===== config.mk =====
export PLATFORM = sky130hd
export DESIGN_NAME = ofr_latency_pair
export DESIGN_NICKNAME = d
export VERILOG_FILES = /design/src/rtl/ofr_pkg.sv /design/src/rtl/ofr_ctrl.sv /design/src/rtl/ofr_datapath.sv /design/src/rtl/ofr_latency_pair.sv
export SDC_FILE = /design/constraint.sdc
export NUM_CORES = 1
export LEC_CHECK = 0
export BUFFER_PORTS_ARGS = -buffer_cell sky130_fd_sc_hd__buf_2
export CORE_UTILIZATION = 29
export DETAILED_ROUTE_END_ITERATION = 10
export GPL_ROUTABILITY_DRIVEN = 0
export RECOVER_POWER = 100
export REMOVE_ABC_BUFFERS = 1
export SLEW_MARGIN = 20
export SYNTH_ARGS = -nofsm -noshare
export SYNTH_HDL_FRONTEND = slang
export SYNTH_HIERARCHICAL = 1
export SYNTH_SLANG_ARGS = --single-unit

===== constraint.sdc =====
create_clock -name clk -period 13.84 [get_ports clk]
set_input_delay 0.692 -clock clk [delete_from_list [all_inputs] [get_ports clk]]
set_output_delay 0.692 -clock clk [all_outputs]
set_load 0.02 [all_outputs]

===== src/rtl/ofr_pkg.sv =====
package ofr_pkg;
  typedef struct packed {
    logic [1:0] clr;      // clear counter n on this edge
    logic [1:0] occMode;  // counter n accumulates occupancy
  } ofrStrobes_t;
endpackage


===== src/rtl/ofr_ctrl.sv =====
module ofr_ctrl
  import ofr_pkg::*;
#(
  parameter int NUM_REQ = 4,
  parameter int NUM_SUP = 4,
  parameter int NUM_SNP = 4,
  localparam int CFG_W = NUM_REQ + NUM_SUP + NUM_SNP + 2
) (
  input  logic                   clk,
  input  logic                   rstN,
  input  logic                   cfgWrEn,
  input  logic                   cfgWrSel,
  input  logic [CFG_W-1:0]       cfgWrData,
  output logic [1:0][CFG_W-1:0]  cfgOut,
  output ofrStrobes_t            strobes,
  output logic                   cfgError
);
  localparam int SUP_LO = NUM_REQ;
  localparam int SNP_LO = SUP_LO + NUM_SUP;
  localparam int ANY_B  = SNP_LO + NUM_SNP;
  localparam int OUT_B  = ANY_B + 1;

  logic wrSupAny, wrSnpAny, wrAnyBit, wrOutBit, illegal, accept;

  always_comb begin
    wrSupAny = |cfgWrData[SUP_LO +: NUM_SUP];
    wrSnpAny = |cfgWrData[SNP_LO +: NUM_SNP];
    wrAnyBit = cfgWrData[ANY_B];
    wrOutBit = cfgWrData[OUT_B];
    illegal  = (wrAnyBit && (wrSupAny || wrSnpAny)) ||
               (wrOutBit && (wrAnyBit || wrSupAny || wrSnpAny || cfgWrSel));
    accept   = cfgWrEn && !illegal;
    strobes.clr[0]     = accept && !cfgWrSel;
    strobes.clr[1]     = accept && cfgWrSel;
    strobes.occMode[0] = cfgOut[0][OUT_B];
    strobes.occMode[1] = cfgOut[1][OUT_B];
  end

  always_ff @(posedge clk or negedge rstN) begin
    if (!rstN) begin
      cfgOut   <= '0;
      cfgError <= 1'b0;
    end else begin
      cfgError <= cfgWrEn && illegal;
      if (accept) cfgOut[cfgWrSel] <= cfgWrData;
    end
  end
endmodule


===== src/rtl/ofr_datapath.sv =====
module ofr_datapath
  import ofr_pkg::*;
#(
  parameter int NUM_REQ = 4,
  parameter int NUM_SUP = 4,
  parameter int NUM_SNP = 4,
  parameter int OCC_W   = 4,
  parameter int CNT_W   = 48,
  localparam int CFG_W  = NUM_REQ + NUM_SUP + NUM_SNP + 2,
  localparam int REQ_IW = $clog2(NUM_REQ),
  localparam int SUP_IW = $clog2(NUM_SUP),
  localparam int SNP_IW = $clog2(NUM_SNP)
) (
  input  logic                   clk,
  input  logic                   rstN,
  input  logic [1:0][CFG_W-1:0]  cfgIn,
  input  ofrStrobes_t            strobes,
  input  logic                   cmpValid,
  input  logic [REQ_IW-1:0]      cmpReq,
  input  logic [SUP_IW-1:0]      cmpSup,
  input  logic [SNP_IW-1:0]      cmpSnp,
  input  logic [NUM_REQ*OCC_W-1:0] occIn,
  output logic [1:0][CNT_W-1:0]  countOut
);
  localparam int SUP_LO = NUM_REQ;
  localparam int SNP_LO = SUP_LO + NUM_SUP;
  localparam int ANY_B  = SNP_LO + NUM_SNP;
  localparam int SUM_W  = OCC_W + REQ_IW + 1;

  for (genvar g = 0; g < 2; g++) begin : g_cnt
    logic [NUM_REQ-1:0] reqMask;
    logic [NUM_SUP-1:0] supMask;
    logic [NUM_SNP-1:0] snpMask;
    logic               anyEff, hit;
    logic [SUM_W-1:0]   occSum;
    logic [CNT_W-1:0]   incr;

    always_comb begin
      reqMask = cfgIn[g][NUM_REQ-1:0];
      supMask = cfgIn[g][SUP_LO +: NUM_SUP];
      snpMask = cfgIn[g][SNP_LO +: NUM_SNP];
      anyEff  = cfgIn[g][ANY_B] || (supMask == '0 && snpMask == '0);
      hit     = cmpValid && reqMask[cmpReq] &&
                (anyEff || (supMask[cmpSup] && snpMask[cmpSnp]));
      occSum  = '0;
      for (int t = 0; t < NUM_REQ; t++)
        if (reqMask[t]) occSum = occSum + SUM_W'(occIn[t*OCC_W +: OCC_W]);
      incr = strobes.occMode[g] ? CNT_W'(occSum) : CNT_W'(hit);
    end

    always_ff @(posedge clk or negedge rstN) begin
      if (!rstN)                countOut[g] <= '0;
      else if (strobes.clr[g])  countOut[g] <= '0;
      else                      countOut[g] <= countOut[g] + incr;
    end
  end
endmodule


===== src/rtl/ofr_latency_pair.sv =====
module ofr_latency_pair
  import ofr_pkg::*;
#(
  parameter int NUM_REQ = 4,
  parameter int NUM_SUP = 4,
  parameter int NUM_SNP = 4,
  parameter int OCC_W   = 4,
  parameter int CNT_W   = 48,
  localparam int CFG_W  = NUM_REQ + NUM_SUP + NUM_SNP + 2,
  localparam int REQ_IW = $clog2(NUM_REQ),
  localparam int SUP_IW = $clog2(NUM_SUP),
  localparam int SNP_IW = $clog2(NUM_SNP)
) (
  input  logic                     clk,
  input  logic                     rstN,
  input  logic                     cfgWrEn,
  input  logic                     cfgWrSel,
  input  logic [CFG_W-1:0]         cfgWrData,
  input  logic                     cmpValid,
  input  logic [REQ_IW-1:0]        cmpReq,
  input  logic [SUP_IW-1:0]        cmpSup,
  input  logic [SNP_IW-1:0]        cmpSnp,
  input  logic [NUM_REQ*OCC_W-1:0] occIn,
  output logic [CNT_W-1:0]         count0,
  output logic [CNT_W-1:0]         count1,
  output logic                     cfgError
);
  logic [1:0][CFG_W-1:0] cfgBus;
  logic [1:0][CNT_W-1:0] countBus;
  ofrStrobes_t           strobes;

  ofr_ctrl #(.NUM_REQ(NUM_REQ), .NUM_SUP(NUM_SUP), .NUM_SNP(NUM_SNP)) i_ctrl (
    .clk(clk), .rstN(rstN), .cfgWrEn(cfgWrEn), .cfgWrSel(cfgWrSel),
    .cfgWrData(cfgWrData), .cfgOut(cfgBus), .strobes(strobes), .cfgError(cfgError)
  );

  ofr_datapath #(.NUM_REQ(NUM_REQ), .NUM_SUP(NUM_SUP), .NUM_SNP(NUM_SNP),
                 .OCC_W(OCC_W), .CNT_W(CNT_W)) i_dp (
    .clk(clk), .rstN(rstN), .cfgIn(cfgBus), .strobes(strobes),
    .cmpValid(cmpValid), .cmpReq(cmpReq), .cmpSup(cmpSup), .cmpSnp(cmpSnp),
    .occIn(occIn), .countOut(countBus)
  );

  assign count0 = countBus[0];
  assign count1 = countBus[1];
endmodule


# After elaboration in Yosys (flattened, before gate mapping)
# Cells that the tools add are included.
[word_totals]
mem_bits_rw = 0
latchBits = 0
memories = 0
input_bits = 41
elab_cells = 77
output_inout_bits = 97
mem_bits_ro = 0
regBits = 125
[op_classes]
eq_ne = 0
bitwise_logic = 0
n_reduce_logical = 32
div_mod_pow = 0
n_shift = 0
magnitude_cmp = 5
n_mux = 27
mul = 0
add_sub_neg = 8
[ops]
columns = ["op", "count"]
rows = [
  ["48-bit adder", 2],
  ["48-bit two-way mux", 2],
  ["7-bit two-way mux", 8],
  ["7-bit by 4-bit adder with 7-bit output", 4],
  ["28-bit bitwise mux", 1],
  ["4-bit logical NOT", 4],
  ["1-bit logical AND", 15],
  ["14-bit demux with 1-bit select", 1],
  ["14-bit two-way mux", 1],
  ["1-bit binary-select mux with 2-bit select", 6],
  ["4-bit by 4-bit adder with 5-bit output", 2],
  ["1-bit logical OR", 9],
  ["2-bit by 3-bit < comparator with 1-bit output (second input constant)", 3],
  ["4-bit two-way mux", 2],
  ["4-bit OR reduction", 2],
  ["1-bit two-way mux", 6],
  ["1-bit logical NOT", 2],
  ["1-bit by 2-bit < comparator with 1-bit output (second input constant)", 1],
  ["1-bit greater-or-equal comparator (second input constant)", 1],
]

# Logic depth before layout (Yosys ltp)
# Gate-level depths: netlist (run 1).
[depth]
depth_word = 10
depth_mapped = 25
mapped_depth_nobuf = 24

# Modules after synthesis
# The synthesis (run 1) kept the hierarchy.
[by_module_without_submodules]
columns = ["mod", "cells_each", "seq_area_each_um2", "instances", "area_per_inst_um2"]
rows = [
  ["ofr_datapath", 749, 2402.3, 1, 6971.7],
  ["ofr_ctrl", 87, 725.7, 1, 1189.9],
]

# Worst setup path after synthesis (run 1)
# No wires, ideal clock.
[synth_path]
kind = "input-to-reg"
start = "input port occIn[0]"
end = "register i_dp/countOut[89] (netlist bit)"
path_buffers = 2
setup_slack_ps = 8454
setup_time_ps = 125
arrival_time_ps = 5261
path_stages = 22
cell_sequence = "and2_1 ha_1 inv_1 fa_1 mux2i_1 fa_1 mux2i_1 inv_1 ha_1 a21o_1 a21oi_1 xor2_1 a2bb2oi_1 a21bo_2 ha_1 o211ai_1 o21ai_1 buf_4 o2111ai_1 buf_2 nor3_1 mux2_2"
[synth_via]
elab_chain_cells = 10
[synth_lines]
columns = ["item", "line", "rtl"]
rows = [
  ["start, declared", "ofr_latency_pair.sv:23", "input logic [NUM_REQ*OCC_W-1:0] occIn,"],
  ["4-bit two-way mux *", "ofr_datapath.sv:47", "if (reqMask[t]) occSum = occSum + SUM_W'(occIn[t*OCC_W +: OCC_W]);"],
  ["4-bit by 4-bit adder with 5-bit output", "ofr_datapath.sv:47", ""],
  ["7-bit two-way mux *", "ofr_datapath.sv:47", ""],
  ["7-bit by 4-bit adder with 7-bit output", "ofr_datapath.sv:47", ""],
  ["7-bit two-way mux *", "ofr_datapath.sv:47", ""],
  ["7-bit by 4-bit adder with 7-bit output", "ofr_datapath.sv:47", ""],
  ["7-bit two-way mux *", "ofr_datapath.sv:47", ""],
  ["7-bit two-way mux *", "ofr_datapath.sv:48", "incr = strobes.occMode[g] ? CNT_W'(occSum) : CNT_W'(hit);"],
  ["48-bit adder *", "ofr_datapath.sv:54", "else countOut[g] <= countOut[g] + incr;"],
  ["48-bit two-way mux *", "ofr_datapath.sv:53", "else if (strobes.clr[g]) countOut[g] <= '0;"],
  ["end signal, assigned by index", "ofr_datapath.sv:54", ""],
  ["end, declared", "ofr_datapath.sv:23", "output logic [1:0][CNT_W-1:0] countOut"],
]
# Mark *: on every way between the ends. The rest lies on a longest branch, timed or not.
# A chain may end at the register's enable or synchronous reset.

# Final worst setup path (run 1)
[layout_path]
start = "register i_ctrl/cfgOut[14] (netlist bit)"
end = "register i_dp/countOut[75] (netlist bit)"
[layout_via]
elab_chain_cells = 10
[layout_lines]
columns = ["item", "line", "rtl"]
rows = [
  ["start, declared", "ofr_ctrl.sv:14", "output logic [1:0][CFG_W-1:0] cfgOut,"],
  ["start signal, assigned by index", "ofr_ctrl.sv:45", "if (accept) cfgOut[cfgWrSel] <= cfgWrData;"],
  ["4-bit two-way mux", "ofr_datapath.sv:47", ""],
  ["4-bit by 4-bit adder with 5-bit output", "ofr_datapath.sv:47", ""],
  ["7-bit two-way mux", "ofr_datapath.sv:47", ""],
  ["7-bit by 4-bit adder with 7-bit output", "ofr_datapath.sv:47", ""],
  ["7-bit two-way mux", "ofr_datapath.sv:47", ""],
  ["7-bit by 4-bit adder with 7-bit output", "ofr_datapath.sv:47", ""],
  ["7-bit two-way mux", "ofr_datapath.sv:47", ""],
  ["7-bit two-way mux *", "ofr_datapath.sv:48", ""],
  ["48-bit adder *", "ofr_datapath.sv:54", ""],
  ["48-bit two-way mux *", "ofr_datapath.sv:53", ""],
]
# Mark *: on every way between the ends. The rest lies on a longest branch, timed or not. The select of a mux whose other input is x is not followed.

==> flow_metrics.tcl, run 1 <==
set metrics [dict create \
    status "complete, but fails checks" \
    violations "capacitance limit, slew limit" \
    synth_adder_area_share 0.07727 \
    hpwl_um 15860 \
    slowest_stage "nor3_1" \
    met2_length_um 10440 \
    finalSetupViolations 0 \
    cts_resized 0 \
    grt_usage 0.1531 \
    pin_count 138 \
    crit_path_max_incr_delay_ns 0.66 \
    grt_antenna_before_repair 1 \
    syn_area_per_cell_um2 9.763 \
    cp_cell_sequence "and2_0, ha_1, inv_1, fa_1, mux2i_1, ha_1, a21o_1, a211oi_1, nor2_1, mux2_2, ha_1, o21a_1, o211ai_1, nor2_1, ha_1, o211ai_1, nor3_1, o2111ai_1, or4_1, mux2_1" \
    firstDrtPassIters 6 \
    stdcell_count 1352 \
    powerDensity_mw_per_mm2 130.3 \
    multiInputGateArea_mm2 0.004671 \
    synth_xor_area_frac 0.06439 \
    post_cts_buffers 0 \
    fillCellCount 2919 \
    tightest_slew_ns 3.762 \
    reg2reg_setup_slack_ns 7.14 \
    seq_area_mm2 0.003128 \
    vias 6999 \
    slew_headroom -1.508 \
    dieArea_mm2 0.02882 \
    placement.io_buffers 137 \
    die_w_um 169.8 \
    wl_met3_um 974 \
    routed_wl_um 21860 \
    tns_ns 0 \
    num-nets-final 1045 \
    seq_area_frac_synth 0.3833 \
    cts-root-buf "clkbuf_16" \
    synth.distinct_cells 72 \
    async_flop_share 1.000 \
    drv_slew 128 \
    max-cap-violations 2 \
    tritoncts "built" \
    cp.required_ns 14.15 \
    cts.path.max_buffers 2 \
    endpoint_kind "flip-flop" \
    worstSetupStartpointType "flip-flop" \
    synthToLayoutAreaGrowth_pct 17.00 \
    clock-sinks 125 \
    overflow 0 \
    grt_max_degree 65 \
    ys_top_cells_by_area "dfrtp_1, ha_1, xor2_1" \
    hp-class "in2reg" \
    via_per_inst 5.177 \
    drt_iter0_drc 437 \
    skew_ns 0.01250 \
    cts_hold_buf 0 \
    dp.cells 1319 \
    routedWlPerCell_um 16.17 \
    crit_path_max_fanout 19 \
    path_clk_slew_ns 0.07 \
    critPathMostFrequentCell "ha_1" \
    rows 61 \
    synth.top_cell.area_share 0.3833 \
    yosysTopAreaCell "dfrtp_1" \
    grt_pass1_wl_um 35120 \
    synth-seq-cells 125 \
    leakagePower_nw 3.994 \
    initial_core_util 0.2946 \
    synth_top_family_by_area "compound AO/OA/AOI/OAI gates" \
    synth-compound-area-share 0.2068 \
    synth-simple-area-share 0.1778 \
    yosysWarnings 6 \
    ir_drop_uv 54.43 \
    hold_viol 0 \
    synth_area_mm2 0.008162 \
    synth_mux_area_frac 0.05320 \
    routed.top_layer "met4" \
    period_minus_slack_ns 6.699 \
    cts_made_buffers 17 \
    rsz0062_at_grt "false" \
    final_layout_size_suffix_gt1_frac 0.1131 \
    critPathKind "reg2reg" \
    m1WireLength_um 10170 \
    htreeDepth 4 \
    synth_cells 836 \
    clk_latency_ns 0.42 \
    ant_nets 0 \
    die_y_um 169.8 \
    first_global_vias 6544 \
    ys.flop_type "dfrtp_1" \
    drt_drc_violations_left 0 \
    arrival_ns 7.01 \
    period_share 0.4840 \
    coreArea_mm2 0.02771 \
    synth_edf_count 0 \
    fmax_mhz 149.3 \
]
[critical path, delay by kind of cell, from the launching register on]
family / cells / cell delay, ns
flops: 1 / 0.46
simple gates: 5 / 1.72
compound gates: 6 / 1.56
mux: 3 / 0.92
buf+inv: 1 / 0.07
fa+ha+maj: 5 / 1.86
[registers in the layout, indices dropped and copies added, names as in the netlist]
register and cells:
i_dp/countOut 96, i_ctrl/cfgOut 28, i_ctrl/cfgError 1
[layout make-up]
type	instances	area share
Multi-Input combinational cell	641	0.4891
Antenna cell	1	0.0002621
Sequential cell	125	0.3276
Inverter	30	0.01179
Tap cell	378	0.04953
Clock buffer	18	0.04599
Clock inverter	14	0.01297
Timing Repair Buffer	145	0.06276
[final timing paths]
check | from | cells past startpoint | endpoint
worst max-delay path | i_ctrl/cfgOut[14] | 20 | i_dp/countOut[75]
worst min-delay path | cfgWrData[0] | 2 | i_ctrl/cfgOut[0]
worst max register to register | i_ctrl/cfgOut[14] | 20 | i_dp/countOut[75]
worst min register to register | i_ctrl/cfgOut[26] | 1 | i_ctrl/cfgOut[26]
max in group asynchronous | rstN | 2 | i_dp/countOut[26]
min in group asynchronous | rstN | 1 | i_dp/countOut[39]
[cell usage in the layout (no fill, tap or decap), types with 15 or more instances in the layout]
cell type and count:
dfrtp_1 125, clkbuf_1 105, nor2_1 70, a21oi_1 59
xor2_1 43, o21ai_0 38, buf_2 38, ha_1 36
nand2_1 33, inv_1 30, o2111ai_1 26, o211ai_1 23
o31ai_1 22, or4_1 21, or3_1 18, clkbuf_16 17
xnor2_1 17, a22o_1 16, mux2_2 16, nand3_1 16
nand4_1 15
[logic make-up after synthesis]
family,Yosys count
simple gates,260
compound gates,242
flops,125
buf+inv,70
xor+xnor,60
fa+ha+maj,46
mux,33
[per-stage QoR]
stage	area (µm²)	hold slack, ns	power, mW	utilization	setup slack [ns]
after floorplan	7970	0.3964	0.7216	-	7.878
after global placement	9191	0.4987	0.8256	0.3318	7.628
after detailed placement	9191	0.5028	0.8328	0.3318	7.436
after CTS	9754	0.4202	1.273	0.3521	7.683
after global routing	9549	0.5077	1.325	0.3447	6.409
final	9549	0.5138	1.244	0.3447	7.141
[synth_stat cells (all sizes together), types with 3 or more instances]
library cell,instances
nor4,11
a31oi,5
and2,15
mux4,6
dfrtp,125
or3,20
mux2i,7
a21oi,59
ha,36
o21ai,38
or4,22
mux2,20
clkbuf,26
xnor2,17
fa,8
nand3,20
buf,14
nand2,33
o31ai,22
nor2,70
o21a,9
o211ai,23
and4,5
xor2,43
a21o,12
o2111ai,26
nor3,14
or2,3
nand3b,3
o21bai,3
nor2b,11
inv,30
a22o,16
and3,13
a211o,3
nand4,15
a211oi,9
[power by group]
part	total, mW	switching, mW	internal, mW
Sequential	0.433	0.0349	0.398
Combinational	0.381	0.216	0.165
Clock	0.430	0.189	0.241
Total	1.24	0.440	0.804
[routing by layer]
layer,global-route usage,vias up
met3,0.03451,15
li1,-,3407
met2,0.2447,145
met5,0,-
met4,0.04465,0
met1,0.2057,3432
(Power assumes the default switching activity.)
==> inputs of run 2 (changes only) <==
==> constraint.sdc (replaced) <==
create_clock -name clk -period 7 [get_ports clk]
set_input_delay 0.35 -clock clk [delete_from_list [all_inputs] [get_ports clk]]
set_output_delay 0.35 -clock clk [all_outputs]
set_load 0.02 [all_outputs]
==> run 2 against run 1 <==
Non-clock buffer count rose by 2. Power grew 100%. Sequential share of layout area shrank 0.32 points. The run still ends with capacitance limit, slew limit left. Cell count increased by 0.15%. Critical path depth is the same. Largest power group is now clock. Largest cell class unchanged. Wire length fell by 0.90%. Combinational power up 99%. Sequential cell count stayed put.
==> flow_metrics.tcl, run 2 (same netlist as run 1, synthesis figures left out) <==
set metrics [dict create \
    status "complete, but fails checks" \
    violations "capacitance limit, slew limit" \
    slew_headroom -1.822 \
    hp-class "in2reg" \
    coreArea_mm2 0.02771 \
    hpwl_um 15820 \
    stdcell_count 1354 \
    layout_commonest_cell "dfrtp_1" \
    top_register "i_dp/countOut" \
    fmax_mhz 161.4 \
    overflow 0 \
    p_comb_frac 0.299 \
    powerDensity_mw_per_mm2 263.1 \
    drt_iter0_drc 372 \
    final_cell_mix "dfrtp_1, clkbuf_1, nor2_1" \
    multiInputGateArea_mm2 0.004696 \
    vias 7041 \
    first_global_vias 6742 \
    cp_cell_sequence "and2_0, ha_1, inv_1, fa_1, mux2i_1, fa_1, mux2i_1, inv_1, ha_1, a21o_1, a21oi_1, xor2_1, a2bb2oi_1, a21bo_2, ha_1, o211ai_1, o21ai_1, o2111ai_1, or4_1, mux2_1" \
    cts-root-buf "clkbuf_16" \
    placement.io_buffers 137 \
    ir_drop_uv 132.9 \
    max-cap-violations 1 \
    endpoint_kind "flip-flop" \
    critPathKind "reg2reg" \
    clock-sinks 125 \
    cp.required_ns 7.31 \
    largest_reg_flops 96 \
    grt_usage 0.1551 \
    via_per_inst 5.200 \
    cts_made_buffers 17 \
    total_power_mw 2.537 \
    slowest_stage "o21ai_1" \
    rows 61 \
    cts.path.max_buffers 2 \
    path_clk_slew_ns 0.06 \
    firstDrtPassIters 4 \
    switching_share 0.3309 \
    rsz0062_at_grt "false" \
    seq_area_mm2 0.003128 \
    htreeDepth 4 \
    holdWs_ns 0.1646 \
    tightest_slew_ns 4.233 \
    die_y_um 169.8 \
    clkPwrFrac 0.364 \
    final_layout_size_suffix_gt1_frac 0.1190 \
    arrival_ns 6.50 \
    leakagePower_nw 4.049 \
    worstSetupStartpointType "flip-flop" \
    cts_hold_buf 0 \
    dieArea_mm2 0.02882 \
    pwr-share-seq 0.337 \
    grt_pass1_wl_um 35310 \
    routed_wl_um 21670 \
    routedWlPerCell_um 16.00 \
    period_share 0.8849 \
    num-nets-final 1047 \
    p_sw_uw 839.7 \
    fillCellCount 2891 \
    tns_ns 0 \
    critPathMostFrequentCell "ha_1" \
    power.internal_mw 1.697 \
    synthToLayoutAreaGrowth_pct 18.15 \
    crit_path_max_fanout 10 \
    period_minus_slack_ns 6.194 \
    post_cts_buffers 0 \
    dp.cells 1321 \
    die_w_um 169.8 \
    drt_drc_violations_left 0 \
    pin_count 138 \
    initial_core_util 0.2946 \
    cts_resized 0 \
    hold_viol 0 \
    crit_path_max_incr_delay_ns 0.55 \
    reg_top3 "i_dp/countOut (96), i_ctrl/cfgOut (28), i_ctrl/cfgError (1)" \
    skew_ns 0.01126 \
    grt_max_degree 74 \
    finalSetupViolations 0 \
    grt_antenna_before_repair 1 \
    ant_nets 0 \
    clk_latency_ns 0.43 \
    drv_slew 74 \
    tritoncts "built" \
]
[run 2: cell types whose count changed in the layout (fill, tap and decap cells not counted), moves of 2 or more]
cell	delta
bufinv_16	+3
o21ai_0	-2
nor3_1	-2
inv_8	-4
buf_4	+2
[run 2: layer usage]
layer  wire, µm  up-vias  track usage
met3       1105       17      0.03871
met1       9806     3456       0.2007
met5          0        -            0
met2      10490      146       0.2525
met4        263        0      0.04896
li1           -     3422            -
[run 2: final cells by class]
type,instances,area share
Inverter,30,0.01168
Tap cell,378,0.04905
Timing Repair Buffer,147,0.06371
Clock buffer,20,0.04736
Multi-Input combinational cell,641,0.4870
Sequential cell,125,0.3244
Antenna cell,1,0.0002595
Clock inverter,12,0.01661
[run 2: path summary, 6_finish.rpt]
| check | startpoint | end | slack, ns | cells after the start |
|---|---|---|---|---|
| min | cfgWrData[0] | i_ctrl/cfgOut[0] | 0.16 | 2 |
| min in group asynchronous | rstN | i_dp/countOut[41] | 1.42 | 1 |
| max reg2reg | i_ctrl/cfgOut[14] | i_dp/countOut[75] | 0.81 | 20 |
| min reg2reg | i_ctrl/cfgOut[26] | i_ctrl/cfgOut[26] | 0.53 | 1 |
| max | i_ctrl/cfgOut[14] | i_dp/countOut[75] | 0.81 | 20 |
| max in group asynchronous | rstN | i_ctrl/cfgOut[12] | 2.56 | 2 |
[run 2: power groups by stage]
stage | clock network (mW) | registers, mW | logic [mW]
2_1_floorplan | 0 | 0.892 | 0.534
3_3_place_gp | 0 | 0.868 | 0.764
3_5_place_dp | 0 | 0.868 | 0.781
4_1_cts | 0.955 | 0.856 | 0.785
5_1_grt | 0.982 | 0.868 | 0.855
6_report | 0.922 | 0.856 | 0.759
[run 2: through the flow]
stage	util	instance area [µm²]	setup WS [ns]
2_1_floorplan	-	7970	1.316
3_3_place_gp	0.3323	9206	1.149
3_5_place_dp	0.3323	9206	0.9648
4_1_cts	0.3546	9823	0.9714
5_1_grt	0.3481	9643	0.3871
6_report	0.3481	9643	0.8060
[run 2: critical path, delay by kind of cell (launching register included)]
| kind | cells | cell delay [ns] |
|---|---|---|
| multiplexers | 3 | 0.99 |
| flip-flops | 1 | 0.44 |
| AND/OR/NAND/NOR | 2 | 0.75 |
| buffers and inverters | 2 | 0.15 |
| XOR/XNOR | 1 | 0.16 |
| AO/OA/AOI/OAI | 7 | 1.86 |
| adder cells (fa/ha/maj) | 5 | 1.71 |
==> inputs of run 3 (changes only) <==
--- a/config.mk
+++ b/config.mk
@@ -5,10 +5,14 @@
 export SDC_FILE = /design/constraint.sdc
 export NUM_CORES = 1
 export LEC_CHECK = 0
+export ABC_CLOCK_PERIOD_IN_PS = 7000
 export BUFFER_PORTS_ARGS = -buffer_cell sky130_fd_sc_hd__buf_2
+export CELL_PAD_IN_SITES_DETAIL_PLACEMENT = 1
+export CELL_PAD_IN_SITES_GLOBAL_PLACEMENT = 1
 export CORE_UTILIZATION = 29
 export DETAILED_ROUTE_END_ITERATION = 10
 export GPL_ROUTABILITY_DRIVEN = 0
+export PLACE_DENSITY_LB_ADDON = 0.2
 export RECOVER_POWER = 100
 export REMOVE_ABC_BUFFERS = 1
 export SLEW_MARGIN = 20
==> run 3 against run 2 <==
The flow still finishes with violations (capacitance limit, slew limit). Setup slack got worse by 0.12 ns. Via count increased by 0.34%. Clock skew increased by 0.0042 ns. Maximum frequency decreased by 2.0%. Non-clock buffer count increased by 2. Clock power increased by 14%. Register-to-register slack got worse by 0.12 ns. Critical path depth increased by 2. Clock-buffer cell count decreased by 2. Combinational power increased by 1%. Sequential power increased by 0.9%. Critical path type unchanged. Largest cell class unchanged. Highest routed layer unchanged.
==> flow_metrics.tcl, run 3 (same netlist as run 1, synthesis figures left out) <==
set metrics [dict create \
    status "complete, but fails checks" \
    violations "capacitance limit, slew limit" \
    p_comb_frac 0.286 \
    top_register "i_dp/countOut" \
    cp.required_ns 7.33 \
    cts-root-buf "clkbuf_16" \
    drt_drc_violations_left 0 \
    synthToLayoutAreaGrowth_pct 19.09 \
    final_layout_size_suffix_gt1_frac 0.1208 \
    slew_headroom -2.231 \
    leakagePower_nw 4.099 \
    fillCellCount 3235 \
    initial_core_util 0.2946 \
    die_w_um 169.8 \
    period_share 0.9025 \
    hold_viol 0 \
    clkPwrFrac 0.392 \
    coreArea_mm2 0.02771 \
    reg2reg_setup_slack_ns 0.68 \
    routedWlPerCell_um 17.76 \
    powerDensity_mw_per_mm2 276.3 \
    critPathKind "reg2reg" \
    rsz0062_at_grt "false" \
    cts_made_buffers 17 \
    dieArea_mm2 0.02882 \
    tns_ns 0 \
    grt_usage 0.1732 \
    grt_max_degree 84 \
    crit_path_max_fanout 9 \
    clk_latency_ns 0.42 \
    skew_ns 0.01542 \
    hp-class "in2reg" \
    pin_count 138 \
    stdcell_count 1355 \
    largest_reg_flops 96 \
    hpwl_um 17410 \
    routed_wl_um 24060 \
    fmax_mhz 158.3 \
    arrival_ns 6.65 \
    place_ws_ns 0.9882 \
    worstHoldStart "cfgWrData[3]" \
    layout_commonest_cell "dfrtp_1" \
    startpoint "i_ctrl/cfgOut[0]" \
    die_y_um 169.8 \
    r2r_start "i_ctrl/cfgOut[0]" \
    dp.cells 1323 \
    switching_share 0.3313 \
    min_path_cells 2 \
    endpoint_kind "flip-flop" \
    power.internal_mw 1.796 \
    grt_pass1_wl_um 39610 \
    min_to "i_ctrl/cfgOut[3]" \
    critPathMostFrequentCell "ha_1" \
    finalSetupViolations 0 \
    clock-sinks 125 \
    post_cts_buffers 0 \
    ir_drop_uv 110.9 \
    tritoncts "built" \
    max-cap-violations 1 \
    placement.io_buffers 137 \
    r2r-end "i_dp/countOut[36]" \
    grt_antenna_before_repair 0 \
    reg_top3 "i_dp/countOut (96), i_ctrl/cfgOut (28), i_ctrl/cfgError (1)" \
    vias 7065 \
    pwr-share-seq 0.322 \
    final_cell_mix "dfrtp_1, clkbuf_1, nor2_1" \
    via_per_inst 5.214 \
    num-nets-final 1049 \
    crit_path_max_incr_delay_ns 0.82 \
    cp_cell_sequence "and2_0, ha_1, inv_1, fa_1, xnor2_1, nand2_1, xnor2_1, ha_1, xor2_1, mux2_1, ha_1, nor2b_1, o21a_1, o21ai_0, or2_2, o31ai_1, ha_1, o211ai_1, o21ai_0, o211ai_1, or4_1, a21oi_1" \
    layout_setup_ws_ns 0.6824 \
    tightest_slew_ns 4.846 \
    final_area_mm2 0.009719 \
    r2r_cells 22 \
    cts_hold_buf 0 \
    drv_slew 84 \
    drt_iter0_drc 297 \
    htreeDepth 4 \
    dpl-instance-area_mm2 0.009225 \
    first_global_vias 7255 \
    diodes 0 \
    p_sw_uw 889.5 \
    worstSetupStartpointType "flip-flop" \
    firstDrtPassIters 4 \
    cts.path.max_buffers 2 \
    cts_resized 0 \
    slowest_stage "o21ai_0" \
    rows 61 \
    period_minus_slack_ns 6.318 \
    total_power_mw 2.685 \
    path_clk_slew_ns 0.06 \
    ant_nets 0 \
    overflow 0 \
]
[run 3: cell types whose count changed in the layout (fill, tap and decap cells not counted), sizes merged]
| cell | previous run | this run |
|---|---|---|
| buf | 41 | 44 |
| bufinv | 3 | 6 |
| clkbuf | 126 | 123 |
| clkinvlp | 4 | 1 |
| inv | 33 | 36 |
| clkinv | 2 | 1 |
| diode | 1 | 0 |
[run 3: cell type report]
cell class	count	area, µm²	area share
Multi-Input combinational cell	641	4692	0.4827
Tap cell	378	473.0	0.04866
Inverter	30	112.6	0.01159
Clock buffer	18	429.2	0.04416
Clock inverter	14	254.0	0.02613
Sequential cell	125	3128	0.3218
Timing Repair Buffer	149	630.6	0.06488
[run 3: power by group through the flow]
stage	Combinational (mW)	Clock [mW]	Sequential [mW]
floorplan	0.534	0	0.892
global placement	0.781	0	0.876
detailed placement	0.791	0	0.878
CTS	0.799	1.09	0.865
global route	0.861	1.11	0.876
finish	0.768	1.05	0.864
[run 3: how the worst max path moves through the flow]
stage,end
2_1_floorplan,i_dp/countOut[47]
3_3_place_gp,i_dp/countOut[93]
3_5_place_dp,i_dp/countOut[95]
4_1_cts,i_dp/countOut[95]
5_1_grt,i_dp/countOut[36]
6_report,i_dp/countOut[36]
[run 3: critical path, delay by kind of cell, from the launching register on]
kind	cells	cell delay, ns
adder cells (fa/ha/maj)	5	1.49
multiplexers	1	0.32
XOR/XNOR	3	0.53
AND/OR/NAND/NOR	5	1.36
AO/OA/AOI/OAI	7	2.01
flip-flops	1	0.48
buffers and inverters	1	0.06
[run 3: metal layers]
metal	routed length (µm)	GRT usage	share of wire	vias up
met5	0	0	0	-
met4	216	0.04034	0.0090	0
met3	729	0.02962	0.030	16
met2	11400	0.2792	0.47	100
met1	11720	0.2404	0.49	3535
li1	-	-	-	3414
[run 3: per-stage QoR]
| step | hold slack [ns] | utilization |
|---|---|---|
| 2_1_floorplan | 0.05441 | - |
| 3_3_place_gp | 0.4848 | 0.3330 |
| 3_5_place_dp | 0.4960 | 0.3330 |
| 4_1_cts | 0.03060 | 0.3576 |
| 5_1_grt | 0.1703 | 0.3508 |
| 6_report | 0.1875 | 0.3508 |
